`config.mk`:
```
export PLATFORM = sky130hd
export DESIGN_NAME = escape_snooper
export DESIGN_NICKNAME = d
export VERILOG_FILES = /design/src/rtl/snoop_pkg.sv /design/src/rtl/snoop_hi_dec.sv /design/src/rtl/snoop_lo_dec.sv /design/src/rtl/snoop_seq.sv /design/src/rtl/snoop_hw.sv /design/src/rtl/escape_snooper.sv
export SDC_FILE = /design/constraint.sdc
export NUM_CORES = 1
export LEC_CHECK = 0
export ABC_AREA = 1
export BUFFER_PORTS_ARGS = -buffer_cell sky130_fd_sc_hd__buf_2
export CORE_MARGIN = 4
export CORE_UTILIZATION = 29
export CTS_CLUSTER_DIAMETER = 60
export DETAILED_ROUTE_END_ITERATION = 8
export SLEW_MARGIN = 20
export SYNTH_ARGS = -nofsm -noshare
export SYNTH_HDL_FRONTEND = slang
export SYNTH_HIERARCHICAL = 1
export SYNTH_SLANG_ARGS = --single-unit
```
`constraint.sdc`:
```
create_clock -name clk -period 1.3 [get_ports clk]
set_input_delay 0.065 -clock clk [delete_from_list [all_inputs] [get_ports clk]]
set_output_delay 0.065 -clock clk [all_outputs]
set_load 0.02 [all_outputs]
```
`src/rtl/snoop_pkg.sv`:
```
package snoop_pkg;
  localparam logic [4:0] ESC_HI = 5'b11011;
  localparam logic [4:0] EXT_HI = 5'b11100;
  localparam int NUM_PULSE = 6;
  localparam int NUM_BUSY  = 2;
  localparam int NUM_EXT   = 4;
  localparam int DISP_W    = 2;

  typedef enum logic [1:0] {ST_IDLE, ST_MODRM, ST_DISP, ST_ARMED} snoop_st_e;

  typedef struct packed {
    logic is_d9;
    logic is_db;
    logic is_dd;
  } first_flags_t;
endpackage

```
`src/rtl/snoop_hi_dec.sv`:
```
module snoop_hi_dec
  import snoop_pkg::*;
(
  input  logic [4:0] hi_bits,
  output logic       hi_esc,
  output logic       hi_ext
);
  always_comb begin
    hi_esc = (hi_bits == ESC_HI);
    hi_ext = (hi_bits == EXT_HI);
  end
endmodule

```
`src/rtl/snoop_lo_dec.sv`:
```
module snoop_lo_dec
  import snoop_pkg::*;
(
  input  logic               hi_esc,
  input  logic               hi_ext,
  input  logic [2:0]         lo_bits,
  output first_flags_t       first_hit,
  output logic [NUM_EXT-1:0] ext_hit
);
  always_comb begin
    first_hit.is_d9 = hi_esc && (lo_bits == 3'd1);
    first_hit.is_db = hi_esc && (lo_bits == 3'd3);
    first_hit.is_dd = hi_esc && (lo_bits == 3'd5);
  end

  for (genvar g = 0; g < NUM_EXT; g++) begin : g_ext
    assign ext_hit[g] = hi_ext && (lo_bits == 3'(g));
  end
endmodule

```
`src/rtl/snoop_seq.sv`:
```
module snoop_seq
  import snoop_pkg::*;
#(
  parameter int ADDR_W = 20
) (
  input  logic              clk,
  input  logic              rst,
  input  logic              fetch_valid,
  input  logic [7:0]        fetch_byte,
  input  logic              rd_valid,
  input  logic [ADDR_W-1:0] rd_addr,
  input  logic              hi_esc,
  input  first_flags_t      first_hit,
  output first_flags_t      first_q,
  output logic              reg_take,
  output logic              op_valid,
  output logic [7:0]        op_first,
  output logic [7:0]        op_modrm,
  output logic              mem_form,
  output logic [ADDR_W-1:0] operand_addr
);
  snoop_st_e         state;
  logic [DISP_W-1:0] disp_left;
  logic [1:0]        mod_f;

  assign mod_f    = fetch_byte[7:6];
  assign reg_take = (state == ST_MODRM) && fetch_valid && (mod_f == 2'b11);

  always_ff @(posedge clk) begin
    if (rst) begin
      state        <= ST_IDLE;
      disp_left    <= '0;
      first_q      <= '0;
      op_valid     <= 1'b0;
      op_first     <= '0;
      op_modrm     <= '0;
      mem_form     <= 1'b0;
      operand_addr <= '0;
    end else begin
      op_valid <= 1'b0;
      unique case (state)
        ST_IDLE: begin
          if (fetch_valid && hi_esc) begin
            op_first <= fetch_byte;
            first_q  <= first_hit;
            state    <= ST_MODRM;
          end
        end
        ST_MODRM: begin
          if (fetch_valid) begin
            op_modrm <= fetch_byte;
            mem_form <= (mod_f != 2'b11);
            if (mod_f == 2'b11) begin
              op_valid <= 1'b1;
              state    <= ST_IDLE;
            end else if (mod_f == 2'b00) begin
              state <= ST_ARMED;
            end else begin
              disp_left <= DISP_W'(mod_f);
              state     <= ST_DISP;
            end
          end
        end
        ST_DISP: begin
          if (fetch_valid) begin
            if (disp_left == DISP_W'(1)) state <= ST_ARMED;
            disp_left <= disp_left - DISP_W'(1);
          end
        end
        ST_ARMED: begin
          if (rd_valid) begin
            operand_addr <= rd_addr;
            op_valid     <= 1'b1;
            state        <= ST_IDLE;
          end
        end
        default: state <= ST_IDLE;
      endcase
    end
  end
endmodule

```
`src/rtl/snoop_hw.sv`:
```
module snoop_hw
  import snoop_pkg::*;
(
  input  logic                 clk,
  input  logic                 rst,
  input  logic                 reg_take,
  input  first_flags_t         first_q,
  input  logic [NUM_EXT-1:0]   ext_hit,
  input  logic [NUM_BUSY-1:0]  seq_done,
  output logic [NUM_PULSE-1:0] hw_pulse,
  output logic [NUM_BUSY-1:0]  hw_busy
);
  logic [NUM_PULSE-1:0] pulse_d;
  logic [NUM_BUSY-1:0]  busy_set;

  always_comb begin
    pulse_d       = '0;
    pulse_d[3:0]  = {4{reg_take && first_q.is_db}} & ext_hit;
    pulse_d[5:4]  = {2{reg_take && first_q.is_d9}} & ext_hit[1:0];
  end

  for (genvar g = 0; g < NUM_BUSY; g++) begin : g_busy
    assign busy_set[g] = reg_take && first_q.is_dd && ext_hit[g];
    always_ff @(posedge clk) begin
      if (rst)              hw_busy[g] <= 1'b0;
      else if (busy_set[g]) hw_busy[g] <= 1'b1;
      else if (seq_done[g]) hw_busy[g] <= 1'b0;
    end
  end

  always_ff @(posedge clk) begin
    if (rst) hw_pulse <= '0;
    else     hw_pulse <= pulse_d;
  end
endmodule

```
`src/rtl/escape_snooper.sv`:
```
module escape_snooper
  import snoop_pkg::*;
#(
  parameter int ADDR_W = 20
) (
  input  logic                 clk,
  input  logic                 rst,
  input  logic                 fetch_valid,
  input  logic [7:0]           fetch_byte,
  input  logic                 rd_valid,
  input  logic [ADDR_W-1:0]    rd_addr,
  input  logic [NUM_BUSY-1:0]  seq_done,
  output logic                 op_valid,
  output logic [7:0]           op_first,
  output logic [7:0]           op_modrm,
  output logic                 mem_form,
  output logic [ADDR_W-1:0]    operand_addr,
  output logic [NUM_PULSE-1:0] hw_pulse,
  output logic [NUM_BUSY-1:0]  hw_busy
);
  logic               hi_esc, hi_ext, reg_take;
  first_flags_t       first_hit, first_q;
  logic [NUM_EXT-1:0] ext_hit;

  snoop_hi_dec u_hi (
    .hi_bits (fetch_byte[7:3]),
    .hi_esc  (hi_esc),
    .hi_ext  (hi_ext)
  );

  snoop_lo_dec u_lo (
    .hi_esc    (hi_esc),
    .hi_ext    (hi_ext),
    .lo_bits   (fetch_byte[2:0]),
    .first_hit (first_hit),
    .ext_hit   (ext_hit)
  );

  snoop_seq #(.ADDR_W(ADDR_W)) u_seq (
    .clk          (clk),
    .rst          (rst),
    .fetch_valid  (fetch_valid),
    .fetch_byte   (fetch_byte),
    .rd_valid     (rd_valid),
    .rd_addr      (rd_addr),
    .hi_esc       (hi_esc),
    .first_hit    (first_hit),
    .first_q      (first_q),
    .reg_take     (reg_take),
    .op_valid     (op_valid),
    .op_first     (op_first),
    .op_modrm     (op_modrm),
    .mem_form     (mem_form),
    .operand_addr (operand_addr)
  );

  snoop_hw u_hw (
    .clk      (clk),
    .rst      (rst),
    .reg_take (reg_take),
    .first_q  (first_q),
    .ext_hit  (ext_hit),
    .seq_done (seq_done),
    .hw_pulse (hw_pulse),
    .hw_busy  (hw_busy)
  );
endmodule

```
==> results_dict.tcl <==
set metrics [dict create \
    outcome "completed" \
    area_growth_syn_to_layout_pct 44.11 \
    slew_headroom 0.7881 \
    netlist.top_cell.by_area "dfxtp_1" \
    dpl_cell_area_um2 2654 \
    die_area_um2 8674 \
    finalHoldViolations 0 \
    via_count 2153 \
    die_w_um 93.14 \
    layout.cells.non_filler 494 \
    clockBufferDepth 2 \
    antenna_left 0 \
    std_cell_rows 30 \
    yosysSeqAreaShare 0.5048 \
    initial_core_util 0.3043 \
    placedCellCount 462 \
    grt-ovfl-total 0 \
    ios 80 \
    synth_area_leaders "dfxtp_1 (50%), nor2_1 (14%), nand2_1 (8.9%), o21ai_0 (7.6%), inv_1 (3.6%)" \
    synthCells 285 \
    setup_viol 0 \
    htreeDepth 2 \
    worstRegToRegCells 6 \
    yosys.area_share.simple 0.3060 \
    setup_ws_ns 0.05718 \
    first_pass_iters 4 \
    final_layout_size_suffix_gt1_frac 0.3191 \
    fin_worst_skew_ns 0.008827 \
    grt_pass1_vias 2051 \
    layout.nets 432 \
    rr_endpoint "u_seq/operand_addr[18]$_SDFFE_PP0P_" \
    crit_required_ns 1.49 \
    gp_congestion 0.8194 \
    endpoint_kind "register" \
    power.total_mw 3.505 \
    synth_adder_area_share 0.005952 \
    hold_depth 3 \
    numCtsBuffers 5 \
    fp.coreArea_um2 6907 \
    fmax_ghz 0.8046 \
    ys_seq_elements 53 \
    hold_end "u_seq/operand_addr[12]$_SDFFE_PP0P_" \
    period_share 0.9560 \
    cp-start-kind "register" \
    clk_latency_ns 0.30 \
    multi_input_area_um2 909.6 \
    routed_wl_um 5799 \
    synth_compound_area_frac 0.1173 \
    io_buffers 79 \
    synth_top_cell_area_share 0.5048 \
    min_from "rd_addr[12]" \
    crit_fanout 7 \
    grt.total_usage 0.1346 \
    slew_viol_final 0 \
    powerDensity_nw_per_um2 1157 \
    synth_nets 320 \
    cts_sinks 53 \
    reg2reg_slack_ns 0.06 \
    grt_start_max_net_pins 22 \
    tightest_slew_ns 0.3174 \
    period_needed_ns 1.243 \
    peakVddDrop_uv 550.6 \
    synth.cell_area_um2 2102 \
    clockRootBuffer "clkbuf_8" \
    ys_warn_count 6 \
    synth_flop_cell "dfxtp_1" \
    drcViolationCount 0 \
    syn_avg_cell_area_um2 7.375 \
    seq_area_um2 1069 \
    min_path_type "in2reg" \
    synth_top_family_by_area "simple AND/OR/NAND/NOR gates" \
    vias_per_cell 4.358 \
    grt_pass1_wl_um 9432 \
    synth_edf_count 0 \
    muxShareOfSynthArea 0 \
    diodes 0 \
    arrival_ns 1.44 \
    drt_iter0_drc 59 \
    power.static_leakage_nw 1.464 \
    antenna_found_initial 0 \
    synth_cell_types 25 \
    dieHeight_um 93.14 \
    fin_setup_tns_ns 0 \
    hpwl_um 3961 \
    wl_per_cell_um 11.74 \
    dp_slack_ns -0.06374 \
    cap_violations 0 \
    cts_tree "done" \
    postLayoutCellArea_um2 3029 \
    synthXorXnorAreaFrac 0 \
    fillers 756 \
    ys_async_sr_fraction 0 \
    worstSetupPathType "reg2reg" \
    clkTransAtPathRegs_ns 0.09 \
]
## area by class of cell
type / instances / area share
clock inverters: 2 / 0.004544
flip-flops and latches: 53 / 0.3527
repair inverters: 3 / 0.007435
clock buffers: 6 / 0.02396
inverters: 24 / 0.03180
well taps: 96 / 0.03965
multi-input cells: 199 / 0.3003
repair buffers: 111 / 0.2396
## registers in the layout (all words and copies together), names as in the netlist, 2 cells and up, named ones only
name and cells:
u_seq/first_q 3, u_seq/operand_addr 20, u_seq/disp_left 2, u_seq/op_first 8
u_hw/hw_pulse 6, u_hw/hw_busy 2, u_seq/op_modrm 8
## synth_stat cells, types with 2 or more instances
cell / instances
inv_2: 3
a21oi_1: 11
nand2_1: 50
buf_2: 3
nor2_2: 4
nand2_2: 4
o21ai_0: 32
inv_1: 20
a21oi_2: 3
nand3_2: 4
nor2_1: 80
nand3_1: 3
nand3b_1: 2
dfxtp_1: 53
clkbuf_1: 3
## cell families (layout without fill, tap and decap cells)
group,after synthesis,count (layout)
compound gates,47,47
simple gates,151,151
buf+inv,33,146
flops,53,53
fa+ha+maj,1,1
## worst max-delay path: stages (launching register included)
cell	delay [ns]
dfxtp_4	0.39
nand2_2	0.08
nor2_4	0.17
buf_12	0.15
clkinvlp_4	0.13
nor2_1	0.14
nor2_1	0.07
## layer usage
| metal | track usage | vias up | routed length [um] |
|---|---|---|---|
| li1 | - | 1113 | - |
| met1 | 0.1759 | 956 | 2569 |
| met2 | 0.2238 | 78 | 2771 |
| met3 | 0.03459 | 6 | 430 |
| met4 | 0.02930 | 0 | 27 |
| met5 | 0 | - | 0 |
## power breakdown
group / switching, mW / internal [mW] / total [mW]
Combinational: 0.480 / 0.308 / 0.788
Sequential: 0.0740 / 1.73 / 1.80
Clock: 0.528 / 0.385 / 0.913
## layout by cell type (no fill, tap or decap), types with 2 or more instances in the layout
| master | n |
|---|---|
| nand2_1 | 50 |
| clkbuf_8 | 5 |
| clkinvlp_4 | 4 |
| nor2_2 | 4 |
| o21ai_0 | 32 |
| nand3_1 | 3 |
| dfxtp_1 | 51 |
| nor2_1 | 79 |
| buf_12 | 2 |
| dlygate4sd3_1 | 19 |
| a21oi_2 | 3 |
| nand2_2 | 4 |
| a21oi_1 | 11 |
| buf_2 | 79 |
| dfxtp_4 | 2 |
| nor2_4 | 2 |
| inv_2 | 3 |
| buf_4 | 10 |
| nand3b_1 | 2 |
| nand3_2 | 4 |
| inv_1 | 19 |
## how the worst max path moves through the flow
stage,endpoint,slack [ns],depth (start not counted)
2_1_floorplan,u_hw/hw_pulse[0]$_SDFF_PP0_,0.17,6
3_3_place_gp,u_hw/hw_pulse[3]$_SDFF_PP0_,-0.03,6
3_5_place_dp,u_hw/hw_pulse[1]$_SDFF_PP0_,-0.06,6
4_1_cts,u_seq/operand_addr[5]$_SDFFE_PP0P_,0.004,5
5_1_grt,u_seq/operand_addr[18]$_SDFFE_PP0P_,-0.009,6
6_report,u_seq/operand_addr[18]$_SDFFE_PP0P_,0.06,6
## through the flow
| step | hold slack (ns) | util |
|---|---|---|
| 6_report | 0.003938 | 0.4386 |
| 3_5_place_dp | 0.2940 | 0.3842 |
| 4_1_cts | 0.0001310 | 0.4281 |
| 2_1_floorplan | 0.1341 | - |
| 5_1_grt | 0.008448 | 0.4386 |
| 3_3_place_gp | 0.2864 | 0.3842 |
## timing repair
item	in CTS	in global routing
hold buffers	19	0
pin swaps	0	2
resized for setup	6	7
buffers inserted	0	1
gates cloned	2	2
setup endpoints to repair	26	19
endpoints found under the hold margin	19	0
Note: power is estimated with default switching activity, not from simulation.
